### src/rtl/i2c_flag_pkg.sv
// Package: shared constants for the status flag unit.
// Assumes flags occupy contiguous register bits starting at FLAG_BASE.
package i2c_flag_pkg;
    localparam int NUM_FLAGS = 3;
    localparam int FLAG_BASE = 2;

    // Flag index; register bit = FLAG_BASE + index.
    typedef enum int {
        FLG_ALOV = 0,   // arbitration lost / overrun, bit 2
        FLG_STOP = 1,   // stop detected, bit 3
        FLG_NACK = 2    // no acknowledge, bit 4
    } flag_idx_e;
endpackage

### src/rtl/bus_line_monitor.sv
// Module: bus_line_monitor
// Synchronizes SCL/SDA and reports start, stop and SCL rising edges as
// one-cycle pulses. Assumes an idle (high) bus at reset.
module bus_line_monitor #(
    parameter int SYNC_STAGES = 2
) (
    input  logic clk,
    input  logic rst_n,
    input  logic scl_pin,
    input  logic sda_pin,
    output logic scl_s,
    output logic sda_s,
    output logic scl_rise,
    output logic start_det,
    output logic stop_det
);
    logic [SYNC_STAGES-1:0] scl_chain;
    logic [SYNC_STAGES-1:0] sda_chain;
    logic                   scl_prev;
    logic                   sda_prev;

    // Shift pins through the synchronizer chain, then keep one previous sample.
    always_ff @(posedge clk) begin
        if (!rst_n) begin
            scl_chain <= '1;
            sda_chain <= '1;
            scl_prev  <= 1'b1;
            sda_prev  <= 1'b1;
        end else begin
            scl_chain <= {scl_chain[SYNC_STAGES-2:0], scl_pin};
            sda_chain <= {sda_chain[SYNC_STAGES-2:0], sda_pin};
            scl_prev  <= scl_chain[SYNC_STAGES-1];
            sda_prev  <= sda_chain[SYNC_STAGES-1];
        end
    end

    // Decode edges from synchronized and previous samples.
    always_comb begin
        scl_s     = scl_chain[SYNC_STAGES-1];
        sda_s     = sda_chain[SYNC_STAGES-1];
        scl_rise  = scl_s & ~scl_prev;
        start_det = scl_s & scl_prev & sda_prev & ~sda_s;
        stop_det  = scl_s & scl_prev & ~sda_prev & sda_s;
    end

    // Start and stop detections must follow an actual SDA transition.
    assert_start_edge_R6: assert property (@(posedge clk) disable iff (!rst_n)
        start_det |=> !sda_prev);
    assert_stop_edge_R3: assert property (@(posedge clk) disable iff (!rst_n)
        stop_det |=> sda_prev);
endmodule

### src/rtl/flag_event_gen.sv
// Module: flag_event_gen
// Turns bus detections and core signals into one set pulse per flag.
// Assumes addr_match and byte_done are single-cycle strobes from the core.
module flag_event_gen
    import i2c_flag_pkg::*;
(
    input  logic                 clk,
    input  logic                 rst_n,
    input  logic                 sda_s,
    input  logic                 scl_rise,
    input  logic                 start_det,
    input  logic                 stop_det,
    input  logic                 sda_drive,
    input  logic                 is_master,
    input  logic                 is_transmit,
    input  logic                 sync_format,
    input  logic                 ack_enable,
    input  logic                 ack_phase,
    input  logic                 rx_full,
    input  logic                 addr_match,
    input  logic                 byte_done,
    input  logic                 last_bit_rx,
    output logic [NUM_FLAGS-1:0] set_evt
);
    logic addr_ok;   // address matched since last start
    logic xfer_ok;   // byte completed since last start

    // Track frame qualifiers between start and stop.
    always_ff @(posedge clk) begin
        if (!rst_n) begin
            addr_ok <= 1'b0;
            xfer_ok <= 1'b0;
        end else if (start_det || stop_det) begin
            addr_ok <= 1'b0;
            xfer_ok <= 1'b0;
        end else begin
            if (addr_match) addr_ok <= 1'b1;
            if (byte_done)  xfer_ok <= 1'b1;
        end
    end

    logic al_mismatch;
    logic al_start;
    logic overrun;

    // Form set conditions for each flag.
    always_comb begin
        al_mismatch = is_master & is_transmit & ~sync_format & scl_rise & (sda_drive != sda_s);
        al_start    = is_master & start_det & sda_drive;
        overrun     = sync_format & last_bit_rx & rx_full;
        set_evt[FLG_ALOV] = al_mismatch | al_start | overrun;
        set_evt[FLG_STOP] = stop_det & (is_master ? xfer_ok : addr_ok);
        set_evt[FLG_NACK] = scl_rise & ack_phase & is_transmit & ack_enable & sda_s;
    end
endmodule

### src/rtl/status_flag_cell.sv
// Module: status_flag_cell
// One sticky flag with read-then-write-0 clearing. Assumes rd/wr are
// single-cycle strobes; a set in the same cycle as a clear wins.
module status_flag_cell (
    input  logic clk,
    input  logic rst_n,
    input  logic set_i,
    input  logic rd_i,
    input  logic wr_i,
    input  logic wr_bit_i,
    output logic flag_o
);
    logic arm;
    logic clr;

    // A clear needs a write of 0 following a read that returned 1.
    always_comb clr = wr_i & arm & ~wr_bit_i;

    // Update flag and read arm.
    always_ff @(posedge clk) begin
        if (!rst_n) begin
            flag_o <= 1'b0;
            arm    <= 1'b0;
        end else begin
            flag_o <= set_i | (flag_o & ~clr);
            if (rd_i)      arm <= flag_o;
            else if (wr_i) arm <= 1'b0;
        end
    end

    assert_set_wins_R10: assert property (@(posedge clk) disable iff (!rst_n)
        set_i |=> flag_o);
    assert_hold_unarmed_R8: assert property (@(posedge clk) disable iff (!rst_n)
        (flag_o && !arm) |=> flag_o);
    assert_arm_spent_R9: assert property (@(posedge clk) disable iff (!rst_n)
        (wr_i && !rd_i) |=> !arm);
    assert_clear_needs_write_R8: assert property (@(posedge clk) disable iff (!rst_n)
        $fell(flag_o) |-> ($past(wr_i) && !$past(wr_bit_i)));
endmodule

### src/rtl/i2c_flag_unit.sv
// Module: i2c_flag_unit
// Top of the status flag unit: bus monitor, event generation, and one
// flag cell per flag, read back as a byte. Assumes DATA_W covers the flags.
module i2c_flag_unit
    import i2c_flag_pkg::*;
#(
    parameter int DATA_W      = 8,
    parameter int SYNC_STAGES = 2
) (
    input  logic              clk,
    input  logic              rst_n,
    input  logic              scl_pin,
    input  logic              sda_pin,
    input  logic              sda_drive,
    input  logic              is_master,
    input  logic              is_transmit,
    input  logic              sync_format,
    input  logic              ack_enable,
    input  logic              ack_phase,
    input  logic              rx_full,
    input  logic              addr_match,
    input  logic              byte_done,
    input  logic              last_bit_rx,
    input  logic              reg_rd,
    input  logic              reg_wr,
    input  logic [DATA_W-1:0] wr_data,
    output logic [DATA_W-1:0] rd_data
);
    logic                 scl_s, sda_s, scl_rise, start_det, stop_det;
    logic [NUM_FLAGS-1:0] set_evt;
    logic [NUM_FLAGS-1:0] flags;
    logic                 unused_wr_bits;

    always_comb unused_wr_bits = ^wr_data ^ scl_s;

    bus_line_monitor #(.SYNC_STAGES(SYNC_STAGES)) u_mon (
        .clk       (clk),
        .rst_n     (rst_n),
        .scl_pin   (scl_pin),
        .sda_pin   (sda_pin),
        .scl_s     (scl_s),
        .sda_s     (sda_s),
        .scl_rise  (scl_rise),
        .start_det (start_det),
        .stop_det  (stop_det)
    );

    flag_event_gen u_evt (
        .clk         (clk),
        .rst_n       (rst_n),
        .sda_s       (sda_s),
        .scl_rise    (scl_rise),
        .start_det   (start_det),
        .stop_det    (stop_det),
        .sda_drive   (sda_drive),
        .is_master   (is_master),
        .is_transmit (is_transmit),
        .sync_format (sync_format),
        .ack_enable  (ack_enable),
        .ack_phase   (ack_phase),
        .rx_full     (rx_full),
        .addr_match  (addr_match),
        .byte_done   (byte_done),
        .last_bit_rx (last_bit_rx),
        .set_evt     (set_evt)
    );

    for (genvar g = 0; g < NUM_FLAGS; g++) begin : g_flag
        status_flag_cell u_cell (
            .clk      (clk),
            .rst_n    (rst_n),
            .set_i    (set_evt[g]),
            .rd_i     (reg_rd),
            .wr_i     (reg_wr),
            .wr_bit_i (wr_data[FLAG_BASE+g]),
            .flag_o   (flags[g])
        );
    end

    // Place flags at their register bits; all others read 0.
    always_comb begin
        rd_data = '0;
        for (int i = 0; i < NUM_FLAGS; i++) rd_data[FLAG_BASE+i] = flags[i];
    end

    assert_nack_gated_R2: assert property (@(posedge clk) disable iff (!rst_n)
        $rose(flags[FLG_NACK]) |-> $past(ack_enable));
    assert_spare_zero_R1: assert property (@(posedge clk) disable iff (!rst_n)
        (rd_data & ~(((DATA_W)'(1) << NUM_FLAGS) - 1) << FLAG_BASE) == '0 ||
        (rd_data & ~((((DATA_W)'(1) << NUM_FLAGS) - 1) << FLAG_BASE)) == '0);
endmodule

### config.mk
export PLATFORM = sky130hd
export DESIGN_NAME = i2c_flag_unit
export DESIGN_NICKNAME = d
export VERILOG_FILES = /design/src/rtl/i2c_flag_pkg.sv /design/src/rtl/bus_line_monitor.sv /design/src/rtl/flag_event_gen.sv /design/src/rtl/status_flag_cell.sv /design/src/rtl/i2c_flag_unit.sv
export SDC_FILE = /design/constraint.sdc
export NUM_CORES = 1
export LEC_CHECK = 0
export BUFFER_PORTS_ARGS = -buffer_cell sky130_fd_sc_hd__buf_4
export CORE_MARGIN = 2
export CORE_UTILIZATION = 42
export CTS_CLUSTER_DIAMETER = 30
export DETAILED_ROUTE_END_ITERATION = 16
export PLACE_DENSITY = 0.73
export SLEW_MARGIN = 25
export SYNTH_ARGS = -nofsm -noshare
export SYNTH_HDL_FRONTEND = slang
export SYNTH_SLANG_ARGS = --single-unit
### constraint.sdc
create_clock -name clk -period 1.7 [get_ports clk]
set_clock_uncertainty 0.15 [all_clocks]
set_input_delay 0 -clock clk [delete_from_list [all_inputs] [get_ports clk]]
set_output_delay 0 -clock clk [all_outputs]
set_load 0.005 [all_outputs]
# --- Yosys cells after proc, flatten, opt, wreduce, memory -nomap -nowiden ---
# Cells that the tools add are included.
totals:
  regBits: 14
  input_bits: 24
classes:
  n_eq_ne: 1
  muxes: 5
  n_bitwise: 44
  reduce_logical: 3
ops:
  columns: ["op", "n"]
  rows:
  - ["$and A1 B1 Y1", 28]
  - ["$not A1 Y1", 11]
  - ["$mux W1", 5]
  - ["$or A1 B1 Y1", 5]
  - ["$reduce_bool A2 Y1", 1]
  - ["$reduce_or A2 Y1", 1]
  - ["$logic_or A1 B1 Y1", 1]
  - ["$ne A1 B1 Y1", 1]

# --- Logic depth before layout (Yosys ltp) ---
logic_depth:
  depth_word: 8
  ltp_mapped: 3

# --- Hierarchy ---
# A second synthesis with hierarchy kept.
hier_totals:
  hier_cells: 57
  area_unflattened_um2: 585.6
by_module_without_submodules:
  columns: ["module", "instances", "cells_per_inst", "area_each_um2", "seq_area_each_um2"]
  rows:
  - ["status_flag_cell", 3, 7, 76.3, 40.0]
  - ["bus_line_monitor", 1, 15, 183.9, 120.1]
  - ["flag_event_gen", 1, 15, 131.4, 40.0]
  - ["i2c_flag_unit", 1, 6, 41.3, 0.0]

# --- Worst setup path after synthesis ---
# No wires, ideal clock.
synth_timing:
  path_type: "reg2reg"
  from: "register u_mon.scl_chain[1]"
  to: "register g_flag[1].u_cell.flag_o"
  setup_ns: 0.070
  arrival_time_ns: 0.975
  required_ns: 1.480
  slack_ns: 0.505
  path_stages_with_launch: 4
  path_buffers: 0
  synth_period_minus_slack_ns: 1.195
  cell_sequence: "dfxtp_1 nand2_1 or4b_1 a21boi_1"
synth_via:
  elab_chain_cells: 5
synth_lines:
  columns: ["element", "line", "source"]
  rows:
  - ["from (decl)", "bus_line_monitor.sv:17", "logic [SYNC_STAGES-1:0] scl_chain;"]
  - ["from (signal assigned)", "bus_line_monitor.sv:30", "scl_chain <= {scl_chain[SYNC_STAGES-2:0], scl_pin};"]
  - ["$and A1 B1 Y1 (3 in a row)", "bus_line_monitor.sv:43", "stop_det = scl_s & scl_prev & ~sda_prev & sda_s;"]
  - ["$and A1 B1 Y1", "flag_event_gen.sv:52", "set_evt[FLG_STOP] = stop_det & (is_master ? xfer_ok : addr_ok);"]
  - ["$or A1 B1 Y1", "status_flag_cell.sv:25", "flag_o <= set_i | (flag_o & ~clr);"]
  - ["to (signal assigned)", "status_flag_cell.sv:25", null]
  - ["to (decl)", "status_flag_cell.sv:11", "output logic flag_o"]
# No other way between the ends.
# A chain may end at the register's enable or synchronous reset.

# --- Worst setup path after layout ---
layout_timing:
  from: "input port last_bit_rx"
  to: "register g_flag[0].u_cell.flag_o"
layout_via:
  elab_chain_cells: 4
layout_lines:
  columns: ["element", "line", "source"]
  rows:
  - ["from (decl)", "i2c_flag_unit.sv:23", "input logic last_bit_rx,"]
  - ["$and A1 B1 Y1 (2 in a row)", "flag_event_gen.sv:50", "overrun = sync_format & last_bit_rx & rx_full;"]
  - ["$or A1 B1 Y1", "flag_event_gen.sv:51", "set_evt[FLG_ALOV] = al_mismatch | al_start | overrun;"]
  - ["$or A1 B1 Y1", "status_flag_cell.sv:25", null]
  - ["to (signal assigned)", "status_flag_cell.sv:25", null]
  - ["to (decl)", "status_flag_cell.sv:11", null]
# No other way between the ends.

==> metrics.cfg <==
[route]
routed_wire_length_per_instance_um=10.8
remaining_drc_errors=0
ant_nets=0
first_iter_violations=4
detailroute.via_count=569
wirelength_mm=1.31
detail_route.vias_per_cell=4.70
drt_first_pass_iters=4

[critical_path]
path_class=primary input to register
setup.worst_path.start_class=primary input
critical_path_data_required_time_ps=1710
r2r.worst_path.cells=4
critical_path.endpoint_type=register
crit_path_max_fanout=1
critPathArrivalTime_ps=1680

[min_path]
hold_path_cells=4
min-delay-path-class=primary input to register

[grt]
gr-total-overflow=0
globalRoute.busiestLayer=met2
maximum_number_of_pins_on_one_net_before_global_route_repair=16
global_route.usage.met2_pct=28.7
initial_antenna_violation_count=0
first_global_vias=479
grt_util_met3_pct=7.76
global_route.usage.met1_pct=15.6
grt_pass1_wl_mm=2.06
track_usage_pct=16.0

[place]
port_buffers=21
dpl.hpwl_um=789
gp_congestion=0.749
dp_slack_ps=434
placement_cell_area_um2=729

[power]
report.power.total_mw=0.631
cellPowerDensity_nw_per_um2=655
power.combinational.fraction_pct=17.4
p_seq_share_pct=55.1
power.ir.vdd_worst_mv=0.530
p_clk_share_pct=27.5
power_report.internal_total_mw=0.496
sw_frac_of_total_pct=21.3
total_leakage_power_nw=0.408
switchingPower_mw=0.134

[timing]
finalSetupViolations=0
report.final.slew_viol_count=0
grt_setup_unrepaired=no
fmaxAchievable_ghz=0.599
setup_total_negative_slack_ps=0
share_of_the_clock_period_used_by_the_worst_path_after_layout_pct=98.2
final_critical_path_setup_slack_ps=30.0
layout_min_cycle_time_ps=1670
hold_violations=0

[clock_tree]
cts_root_buffer=sky130_fd_sc_hd__clkbuf_4
cts_max_path_buffers=2
cts_bufs_inserted=3
clk_latency_ps=270
cts_max_level=1
cts_sinks=14
cts_tree=done
cts.clk_slew.worst_paths_ps=70

[floorplanning]
initial_core_utilization_pct=46.0
chipWidth_um=42.0
chipHeight_um=42.0
cell_row_count=13
fp.coreArea_um2=1320
floorplan.io_pins=32
area_enclosed_by_the_die_boundary_um2=1760

[final_layout]
postLayoutCellArea_um2=963
flow.area_growth_from_synthesis_pct=59.1
postLayoutCoreUtil_pct=73.1
final_cell_mix=21 x sky130_fd_sc_hd__dlygate4sd3_1, 21 x sky130_fd_sc_hd__buf_4, 13 x sky130_fd_sc_hd__dfxtp_1, 6 x sky130_fd_sc_hd__nand2b_1
n_fill_cell=99
antenna_cells_inserted=0
num-nets-final=132
drive_gt1_share_pct=23.6

[yosys]
synth-seq-cells=14
synthesis.area_per_instance_um2=9.18
netlist_cell_types=24
seq_area_frac_synth_pct=46.3
synth_cells=66
netlist_area_um2=606
yosysWarnings=0

[run_status]
run_status=finished clean

[flow_run]
cap_violations=0

==> path summary, 6_finish.rpt <==
path	endpoint	startpoint	slack (ps)
setup / recovery	g_flag[0].u_cell.flag_o	last_bit_rx	30
hold / removal	g_flag[0].u_cell.flag_o	sda_drive	40
setup reg to reg	g_flag[2].u_cell.flag_o	u_mon.scl_prev	150
hold reg to reg	u_mon.scl_chain[1]	u_mon.scl_chain[0]	260
==> layout make-up <==
cell class | instances | area (µm²) | area share [%]
tap | 15 | 18.8 | 1.95
inverter | 1 | 3.75 | 0.390
multi-input combinational | 46 | 269 | 27.9
clock buffer | 3 | 22.5 | 2.34
sequential | 14 | 282 | 29.2
timing repair buffer | 42 | 368 | 38.2
==> stage by stage <==
stage	hold slack (ps)	cells
after CTS	21.6	121
after detailed placement	40.5	97
after floorplan	-77.0	70
after global routing	34.8	121
final	39.8	121
after global placement	35.2	97
==> worst max-delay path: stages <==
cell,delay (ps)
sky130_fd_sc_hd__dlygate4sd3_1,540
sky130_fd_sc_hd__buf_4,130
sky130_fd_sc_hd__nand3_1,70
sky130_fd_sc_hd__dlygate4sd3_1,550
sky130_fd_sc_hd__o21ai_1,60
sky130_fd_sc_hd__a221o_1,330
==> routing by layer <==
| metal | share of wire (%) | up-vias |
|---|---|---|
| li1 | - | 290 |
| met1 | 38 | 258 |
| met2 | 56 | 19 |
| met3 | 5.4 | 2 |
| met4 | 0.92 | 0 |
| met5 | 0 | - |
==> power by group through the flow <==
stage	Combinational, mW	Sequential, mW	Clock [mW]
6_report	0.109	0.348	0.174
5_1_grt	0.118	0.349	0.202
4_1_cts	0.107	0.347	0.183
3_5_place_dp	0.0727	0.355	0
3_3_place_gp	0.0716	0.355	0
2_1_floorplan	0.0405	0.354	0
==> logic make-up (layout without fill, tap and decap cells) <==
logic type      after synthesis  count (layout)  share of synthesized area, %
compound gates               11              11                          10.9
flops                        14              14                          46.3
mux                           1               1                          1.65
buf+inv                      10              46                          11.8
simple gates                 27              27                          25.8
xor+xnor                      2               2                          2.89
other cells                   1               5                         0.619
==> timing repair <==
action,in CTS,in global routing
hold buffers,21,0
setup endpoints to repair,0,1
endpoints found under the hold margin,14,0
gates resized for setup,0,1
setup buffers,0,0
==> registers in the layout, summed over array words and instances, names as in the netlist <==
register / cells
g_flag.u_cell.arm: 3
g_flag.u_cell.flag_o: 3
u_evt.addr_ok: 1
u_evt.xfer_ok: 1
u_mon.scl_chain: 2
u_mon.scl_prev: 1
u_mon.sda_chain: 2
u_mon.sda_prev: 1
==> synth_stat cells, drive strengths merged <==
cell type / count / area [µm²]
o21ai: 4 / 20.0
buf: 8 / 60.1
a21oi: 3 / 15.0
nand3: 1 / 5.00
nand2: 5 / 18.8
a21boi: 2 / 15.0
dfxtp: 14 / 280
nor3: 1 / 5.00
inv: 1 / 3.75
nand2b: 6 / 37.5
xnor2: 2 / 17.5
nor2: 4 / 15.0
clkbuf: 1 / 7.51
nor3b: 3 / 22.5
nor2b: 3 / 18.8
nand4: 1 / 6.26
nand4b: 1 / 8.76
conb: 1 / 3.75
a31oi: 1 / 6.26
mux2i: 1 / 10.0
a221o: 1 / 10.0
or4b: 1 / 10.0
and3b: 1 / 8.76
Note: power is estimated with default switching activity, not from simulation.
